===== src/rtl/bps_pkg.sv =====
package bps_pkg;

    typedef enum logic {
        SEQ_IDLE = 1'b0,
        SEQ_RUN  = 1'b1
    } seq_state_e;

    // Map a raw plane-count setting onto 1..max_planes.
    function automatic int unsigned clamp_count(int unsigned raw, int unsigned max_planes);
        if (raw == 0) begin
            return 1;
        end else if (raw > max_planes) begin
            return max_planes;
        end
        return raw;
    endfunction

endpackage


===== src/rtl/bps_plane_latch.sv =====
module bps_plane_latch #(
    parameter int unsigned MAX_PLANES = 4,
    parameter int unsigned DATA_W     = 8,
    localparam int unsigned PL_W      = (MAX_PLANES > 1) ? $clog2(MAX_PLANES) : 1,
    localparam int unsigned CNT_W     = $clog2(MAX_PLANES + 1)
) (
    input  logic                               clk,
    input  logic                               rst_n,
    input  logic                               load_i,
    input  logic [PL_W-1:0]                    plane_i,
    input  logic [DATA_W-1:0]                  data_i,
    input  logic [CNT_W-1:0]                   cnt_i,
    input  logic                               xfer_i,
    output logic [MAX_PLANES-1:0][DATA_W-1:0]  hold_o,
    output logic                               ready_o
);

    typedef struct packed {
        logic [MAX_PLANES-1:0][DATA_W-1:0] bytes;
        logic                              ready;
    } latch_st_t;

    latch_st_t st_d, st_q;

    logic [CNT_W-1:0] plane_ext;
    logic             plane_ok;
    logic             plane_last;

    always_comb begin
        plane_ext  = CNT_W'(plane_i);
        plane_ok   = plane_ext < cnt_i;
        plane_last = (plane_ext + CNT_W'(1)) == cnt_i;

        st_d = st_q;
        if (xfer_i) begin
            st_d.ready = 1'b0;
        end
        if (load_i && plane_ok) begin
            st_d.bytes[plane_i] = data_i;
            if (plane_last) begin
                st_d.ready = 1'b1;
            end
        end
    end

    always_ff @(posedge clk) begin
        if (!rst_n) begin
            st_q <= '0;
        end else begin
            st_q <= st_d;
        end
    end

    assign hold_o  = st_q.bytes;
    assign ready_o = st_q.ready;


    ready_needs_last_chk: assert property (@(posedge clk) disable iff (!rst_n)
        (!st_q.ready && !(load_i && plane_last)) |=> !st_q.ready);

    for (genvar g = 0; g < MAX_PLANES; g++) begin : g_ign

        ignored_load_chk: assert property (@(posedge clk) disable iff (!rst_n)
            (load_i && plane_i == PL_W'(g) && CNT_W'(g) >= cnt_i)
            |=> $stable(st_q.bytes[g]));
    end

endmodule


===== src/rtl/bps_plane_shift.sv =====
module bps_plane_shift #(
    parameter int unsigned DATA_W = 8
) (
    input  logic              clk,
    input  logic              rst_n,
    input  logic              load_i,
    input  logic              shift_i,
    input  logic [DATA_W-1:0] data_i,
    output logic              msb_o
);

    typedef struct packed {
        logic [DATA_W-1:0] bits;
    } shift_st_t;

    shift_st_t st_d, st_q;

    always_comb begin
        st_d = st_q;
        if (load_i) begin
            st_d.bits = data_i;
        end else if (shift_i) begin
            st_d.bits = {st_q.bits[DATA_W-2:0], 1'b0};
        end
    end

    always_ff @(posedge clk) begin
        if (!rst_n) begin
            st_q <= '0;
        end else begin
            st_q <= st_d;
        end
    end

    assign msb_o = st_q.bits[DATA_W-1];


    load_capture_chk: assert property (@(posedge clk) disable iff (!rst_n)
        load_i |=> st_q.bits == $past(data_i));


    shift_left_chk: assert property (@(posedge clk) disable iff (!rst_n)
        (shift_i && !load_i) |=> st_q.bits[DATA_W-1:1] == $past(st_q.bits[DATA_W-2:0]) && !st_q.bits[0]);

endmodule


===== src/rtl/bps_pixel_seq.sv =====
module bps_pixel_seq #(
    parameter int unsigned PIX_PER_GROUP = 8,
    localparam int unsigned PC_W         = $clog2(PIX_PER_GROUP + 1)
) (
    input  logic clk,
    input  logic rst_n,
    input  logic pix_en_i,
    input  logic ready_i,
    output logic xfer_o,
    output logic shift_o,
    output logic active_o
);

    import bps_pkg::*;

    typedef struct packed {
        seq_state_e      state;
        logic [PC_W-1:0] left;
    } seq_st_t;

    seq_st_t st_d, st_q;

    logic group_done;

    always_comb begin
        group_done = (st_q.state == SEQ_IDLE) || (st_q.left == PC_W'(1));
        xfer_o     = pix_en_i && group_done && ready_i;
        shift_o    = pix_en_i && !group_done;

        st_d = st_q;
        if (xfer_o) begin
            st_d.state = SEQ_RUN;
            st_d.left  = PC_W'(PIX_PER_GROUP);
        end else if (shift_o) begin
            st_d.left  = st_q.left - PC_W'(1);
        end else if (pix_en_i) begin
            st_d.state = SEQ_IDLE;
            st_d.left  = '0;
        end
    end

    always_ff @(posedge clk) begin
        if (!rst_n) begin
            st_q <= '{state: SEQ_IDLE, left: '0};
        end else begin
            st_q <= st_d;
        end
    end

    assign active_o = (st_q.state == SEQ_RUN);


    xfer_starts_chk: assert property (@(posedge clk) disable iff (!rst_n)
        (pix_en_i && ready_i && group_done) |=> active_o && st_q.left == PC_W'(PIX_PER_GROUP));


    hold_still_chk: assert property (@(posedge clk) disable iff (!rst_n)
        !pix_en_i |=> $stable(st_q.state) && $stable(st_q.left));


    underrun_chk: assert property (@(posedge clk) disable iff (!rst_n)
        (pix_en_i && group_done && !ready_i) |=> !active_o);

    left_range_chk: assert property (@(posedge clk) disable iff (!rst_n)
        active_o |-> (st_q.left != '0 && st_q.left <= PC_W'(PIX_PER_GROUP)));

endmodule


===== src/rtl/bitplane_serializer.sv =====
module bitplane_serializer #(
    parameter int unsigned MAX_PLANES = 4,
    parameter int unsigned DATA_W     = 8,
    localparam int unsigned PL_W      = (MAX_PLANES > 1) ? $clog2(MAX_PLANES) : 1,
    localparam int unsigned CNT_W     = $clog2(MAX_PLANES + 1)
) (
    input  logic                  clk,
    input  logic                  rst_n,
    input  logic [DATA_W-1:0]     data_i,
    input  logic                  load_i,
    input  logic [PL_W-1:0]       plane_i,
    input  logic [CNT_W-1:0]      planes_i,
    input  logic                  pix_en_i,
    output logic [MAX_PLANES-1:0] pix_idx_o,
    output logic                  pix_valid_o
);

    logic [CNT_W-1:0]                  eff_cnt;
    logic [MAX_PLANES-1:0][DATA_W-1:0] hold;
    logic                              ready;
    logic                              xfer;
    logic                              shift;
    logic                              active;
    logic [MAX_PLANES-1:0]             msb;

    always_comb begin
        eff_cnt = CNT_W'(bps_pkg::clamp_count(int'(planes_i), MAX_PLANES));
    end

    bps_plane_latch #(
        .MAX_PLANES (MAX_PLANES),
        .DATA_W     (DATA_W)
    ) latch_i (
        .clk     (clk),
        .rst_n   (rst_n),
        .load_i  (load_i),
        .plane_i (plane_i),
        .data_i  (data_i),
        .cnt_i   (eff_cnt),
        .xfer_i  (xfer),
        .hold_o  (hold),
        .ready_o (ready)
    );

    bps_pixel_seq #(
        .PIX_PER_GROUP (DATA_W)
    ) seq_i (
        .clk      (clk),
        .rst_n    (rst_n),
        .pix_en_i (pix_en_i),
        .ready_i  (ready),
        .xfer_o   (xfer),
        .shift_o  (shift),
        .active_o (active)
    );

    for (genvar p = 0; p < MAX_PLANES; p++) begin : g_plane
        bps_plane_shift #(
            .DATA_W (DATA_W)
        ) shift_i (
            .clk     (clk),
            .rst_n   (rst_n),
            .load_i  (xfer),
            .shift_i (shift),
            .data_i  (hold[p]),
            .msb_o   (msb[p])
        );
    end

    always_comb begin
        pix_valid_o = active;
        for (int p = 0; p < MAX_PLANES; p++) begin
            pix_idx_o[p] = active && (CNT_W'(p) < eff_cnt) && msb[p];
        end
    end


    upper_planes_zero_chk: assert property (@(posedge clk) disable iff (!rst_n)
        (pix_idx_o >> eff_cnt) == '0);


    idle_index_zero_chk: assert property (@(posedge clk) disable iff (!rst_n)
        !pix_valid_o |-> pix_idx_o == '0);


    xfer_needs_ready_chk: assert property (@(posedge clk) disable iff (!rst_n)
        (!pix_valid_o && !(pix_en_i && ready)) |=> !pix_valid_o);

endmodule


===== config.mk =====
export PLATFORM = sky130hd
export DESIGN_NAME = bitplane_serializer
export DESIGN_NICKNAME = d
export VERILOG_FILES = /design/src/rtl/bps_pkg.sv /design/src/rtl/bps_plane_latch.sv /design/src/rtl/bps_plane_shift.sv /design/src/rtl/bps_pixel_seq.sv /design/src/rtl/bitplane_serializer.sv
export SDC_FILE = /design/constraint.sdc
export NUM_CORES = 1
export LEC_CHECK = 0
export BUFFER_PORTS_ARGS = -buffer_cell sky130_fd_sc_hd__buf_2
export CORE_MARGIN = 5
export CORE_UTILIZATION = 46
export DETAILED_ROUTE_END_ITERATION = 10
export PLACE_DENSITY = 0.71
export SKIP_CTS_REPAIR_TIMING = 1
export SLEW_MARGIN = 10
export SYNTH_ARGS = -nofsm -noshare
export SYNTH_HDL_FRONTEND = slang
export SYNTH_SLANG_ARGS = --single-unit

===== constraint.sdc =====
create_clock -name clk -period 8.25 [get_ports clk]
set_input_delay 2.0625 -clock clk [delete_from_list [all_inputs] [get_ports clk]]
set_output_delay 2.0625 -clock clk [all_outputs]
set_load 0.03 [all_outputs]

==> impl_metrics.xml <==
<?xml version="1.0" encoding="UTF-8"?>
<metrics>
  <group name="run_status">
    <metric name="outcome" unit="">complete, no violations</metric>
  </group>
  <group name="logic_synthesis">
    <metric name="synth_fp_nets" unit="">335</metric>
    <metric name="synth_enable_flop_cells" unit="">0</metric>
    <metric name="synth_async_sr_flop_share" unit="%">0</metric>
    <metric name="postSynthCellCount" unit="">308</metric>
    <metric name="netlist.top_cell.by_area" unit="">sky130_fd_sc_hd__dfxtp_1</metric>
    <metric name="yosysWarnings" unit="">0</metric>
    <metric name="postSynth.topFlopCell" unit="">sky130_fd_sc_hd__dfxtp_1</metric>
    <metric name="post_synth_num_cell_types" unit="">39</metric>
    <metric name="synthMostInstantiatedCell" unit="">sky130_fd_sc_hd__dfxtp_1</metric>
    <metric name="yosys-top-cells-area" unit="">sky130_fd_sc_hd__dfxtp_1 (46%), sky130_fd_sc_hd__mux2i_1 (11%), sky130_fd_sc_hd__nand2_1 (8.1%)</metric>
    <metric name="synth.avg_cell_area" unit="um2">9.97</metric>
    <metric name="mappedNetlistArea" unit="mm2">0.00307</metric>
    <metric name="ys_seq_area_share" unit="%">45.6</metric>
    <metric name="synth-seq-cells" unit="">70</metric>
    <metric name="synthTopCellsByCount" unit="">sky130_fd_sc_hd__dfxtp_1 (70), sky130_fd_sc_hd__nand2_1 (66), sky130_fd_sc_hd__mux2i_1 (33), sky130_fd_sc_hd__nor2_1 (29), sky130_fd_sc_hd__a221o_2 (18)</metric>
    <metric name="synth_top_area_share" unit="%">45.6</metric>
  </group>
  <group name="setup_path">
    <metric name="critical_path_peak_fanout" unit="">6</metric>
    <metric name="cp_data_required_time" unit="ns">6.19</metric>
    <metric name="start_kind" unit="">input pin</metric>
    <metric name="worstReg2RegStart" unit="">seq_i.st_q[1]$_SDFFE_PP0P_</metric>
    <metric name="cp_data_arrival_time" unit="ns">3.60</metric>
    <metric name="ff2ff_setup_slack" unit="ns">5.82</metric>
    <metric name="terminus_of_the_critical_flop_to_flop_path" unit="">g_plane[0].shift_i.st_q[1]$_SDFFE_PN0P_</metric>
    <metric name="timing_worst_setup_path_type" unit="">in -&gt; out</metric>
    <metric name="reg2regPathDepth" unit="">6</metric>
    <metric name="end_kind" unit="">output port</metric>
  </group>
  <group name="sta">
    <metric name="hold_viol_final" unit="">0</metric>
    <metric name="setup_viol" unit="">0</metric>
    <metric name="worst_slew_pin_slew" unit="ns">0.944</metric>
    <metric name="timing.max_slew.rel_slack" unit="%">36.9</metric>
    <metric name="layout_worst_path_cycle_share" unit="%">68.6</metric>
    <metric name="final.setup_skew" unit="ns">0.00809</metric>
    <metric name="setup_repair_after_global_routing_missed_its_margin" unit="">no</metric>
    <metric name="setup_slack" unit="ns">2.59</metric>
    <metric name="timing.setup.tns" unit="ns">0</metric>
    <metric name="finalWorstPathRequiredPeriod" unit="ns">5.66</metric>
    <metric name="max_clock_freq" unit="MHz">177</metric>
    <metric name="slew_violations" unit="">0</metric>
  </group>
  <group name="cells_and_area">
    <metric name="layout.cell_area.non_filler" unit="mm2">0.00340</metric>
    <metric name="final.fill_count" unit="">604</metric>
    <metric name="area_delta_synth_final" unit="%">10.8</metric>
    <metric name="layout.cells.non_filler" unit="">407</metric>
    <metric name="nets" unit="">352</metric>
    <metric name="drive_gt1_share" unit="%">21.5</metric>
    <metric name="antenna-diode-count" unit="">0</metric>
    <metric name="multiInputGateArea" unit="mm2">0.00152</metric>
    <metric name="area_used_by_sequential_logic_in_the_layout" unit="mm2">0.00140</metric>
  </group>
  <group name="clocking">
    <metric name="tritoncts" unit="">built</metric>
    <metric name="ctsLongestPathBuffers" unit="">2</metric>
    <metric name="cts_made_buffers" unit="">9</metric>
    <metric name="clock_sink_count" unit="">70</metric>
    <metric name="htreeDepth" unit="">3</metric>
    <metric name="clock_insertion_delay_worst_skew" unit="ns">0.35</metric>
    <metric name="clkTransAtPathRegs" unit="ns">0.07</metric>
    <metric name="cts_root_buffer" unit="">sky130_fd_sc_hd__clkbuf_8</metric>
  </group>
  <group name="power">
    <metric name="pwr_density_cell" unit="mW/mm2">208</metric>
    <metric name="power.static_leakage" unit="nW">1.56</metric>
    <metric name="ir_worst_vdd" unit="mV">0.117</metric>
  </group>
  <group name="routing">
    <metric name="detail_route.first_pass.iterations" unit="">4</metric>
    <metric name="dr_total_vias" unit="">2265</metric>
    <metric name="detail_route.wirelength" unit="um">6200</metric>
    <metric name="vias_per_cell" unit="">5.57</metric>
    <metric name="route.detailed.drc" unit="">0</metric>
    <metric name="final_antenna_net_count" unit="">0</metric>
    <metric name="wire_per_inst" unit="um">15.2</metric>
    <metric name="drt-initial-drc-count" unit="">100</metric>
  </group>
  <group name="floorplanning">
    <metric name="floorplan.initialDensity" unit="%">47.8</metric>
    <metric name="design.portCount" unit="">22</metric>
    <metric name="die_w" unit="um">91.7</metric>
    <metric name="core_area" unit="mm2">0.00642</metric>
    <metric name="die_area" unit="mm2">0.00841</metric>
    <metric name="row_count" unit="">29</metric>
    <metric name="die_extent_in_y" unit="um">91.7</metric>
  </group>
  <group name="placement">
    <metric name="detailed_place.area" unit="mm2">0.00317</metric>
    <metric name="place_congestion" unit="">0.821</metric>
    <metric name="place.detailed.hpwl" unit="um">4020</metric>
    <metric name="numPlacedInstances" unit="">391</metric>
    <metric name="placement.setup.worst_slack" unit="ns">2.59</metric>
    <metric name="portBuffers" unit="">21</metric>
  </group>
  <group name="hold_path">
    <metric name="min_delay_worst_endpoint" unit="">g_plane[0].shift_i.st_q[4]$_SDFFE_PN0P_</metric>
    <metric name="whs_path_depth" unit="">1</metric>
    <metric name="worst_hold_startpoint" unit="">latch_i.hold_o[4]$_SDFFE_PN0P_</metric>
    <metric name="min_path_type" unit="">reg -&gt; reg</metric>
  </group>
  <group name="run">
    <metric name="timing.max_cap.violations" unit="">0</metric>
  </group>
  <group name="grt">
    <metric name="globalRoute.totalOverflow" unit="">0</metric>
    <metric name="first_global_vias" unit="">2249</metric>
    <metric name="first_pass_grt_wire_length" unit="um">10500</metric>
    <metric name="pin_count_of_the_biggest_net_entering_global_routing" unit="">64</metric>
    <metric name="overall_track_demand_over_capacity_in_global_routing" unit="%">15.5</metric>
    <metric name="grt_antenna_before_repair" unit="">0</metric>
  </group>
</metrics>
-- stage by stage --
step | utilization [%] | total power (W) | hold WS [ns]
global route | 53.0 | 0.000734 | 0.471
finish | 53.0 | 0.000707 | 0.454
floorplan | - | 0.000388 | 0.426
detailed placement | 49.4 | 0.000401 | 0.440
CTS | 53.0 | 0.000714 | 0.459
global placement | 49.4 | 0.000400 | 0.434
-- power by group --
part | switching, W | internal, W | leakage [nW] | total (W)
combinational | 0.0000297 | 0.0000172 | 0.888 | 0.0000469
sequential | 0.00000287 | 0.000343 | 0.565 | 0.000346
clock | 0.000133 | 0.000180 | 0.110 | 0.000314
-- flip-flops by register name (all words and copies together), names as in the netlist --
register,cells
g_plane.shift_i.st_q,32
latch_i.ready_o,1
seq_i.st_q,4
latch_i.hold_o,32
seq_i.active_o,1
-- cells in the final DEF (no fill, tap or decap), drive strengths merged, types with 4 or more instances in the layout --
master / Yosys / final
mux2i: 33 / 33
inv: 9 / 11
a21oi: 4 / 4
a21o: 4 / 4
a221o: 24 / 24
nand4: 4 / 4
dfxtp: 70 / 70
clkbuf: 7 / 10
buf: 10 / 23
ha: 10 / 10
o22ai: 10 / 10
nor2: 30 / 30
nand2: 66 / 66
-- critical path, cell delays in order --
cell and delay, ns:
sky130_fd_sc_hd__buf_2 0.13, sky130_fd_sc_hd__or2_2 0.32, sky130_fd_sc_hd__inv_1 0.06, sky130_fd_sc_hd__ha_1 0.28
sky130_fd_sc_hd__nand2b_1 0.14, sky130_fd_sc_hd__o221a_2 0.23, sky130_fd_sc_hd__a21oi_1 0.05, sky130_fd_sc_hd__nor2b_1 0.12
sky130_fd_sc_hd__buf_2 0.20
-- logic make-up after synthesis --
logic type / share of synthesized area [%]
buf+inv: 4.81
mux: 11.5
flops: 45.6
xor+xnor: 0.856
fa+ha+maj: 4.07
simple gates: 18.2
compound gates: 14.9
-- per-layer routing --
metal	track usage (%)	part of all wire [%]
met1	18.8	47
met2	24.7	45
met3	5.81	5.4
met4	6.93	2.3
met5	0	0
-- worst max-delay path by stage --
| stage | startpoint | endpoint | slack (ns) | cells after the start |
|---|---|---|---|---|
| 3_5_place_dp | planes_i[1] | pix_idx_o[0] | 2.59 | 9 |
| 4_1_cts | planes_i[1] | pix_idx_o[0] | 2.58 | 9 |
| 6_report | planes_i[1] | pix_idx_o[0] | 2.59 | 9 |
| 3_3_place_gp | planes_i[1] | pix_idx_o[0] | 2.63 | 9 |
| 5_1_grt | planes_i[1] | pix_idx_o[0] | 2.45 | 9 |
| 2_1_floorplan | planes_i[1] | pix_idx_o[0] | 2.68 | 7 |
-- area by class of cell --
type | instances | share of cell area [%]
clock buffer | 10 | 4.04
clock inverter | 6 | 2.72
inverter | 9 | 0.993
multi-input combinational | 212 | 44.7
sequential | 70 | 41.2
tap | 77 | 2.83
timing repair buffer | 23 | 3.53
Power figures use the tool's default switching activity.
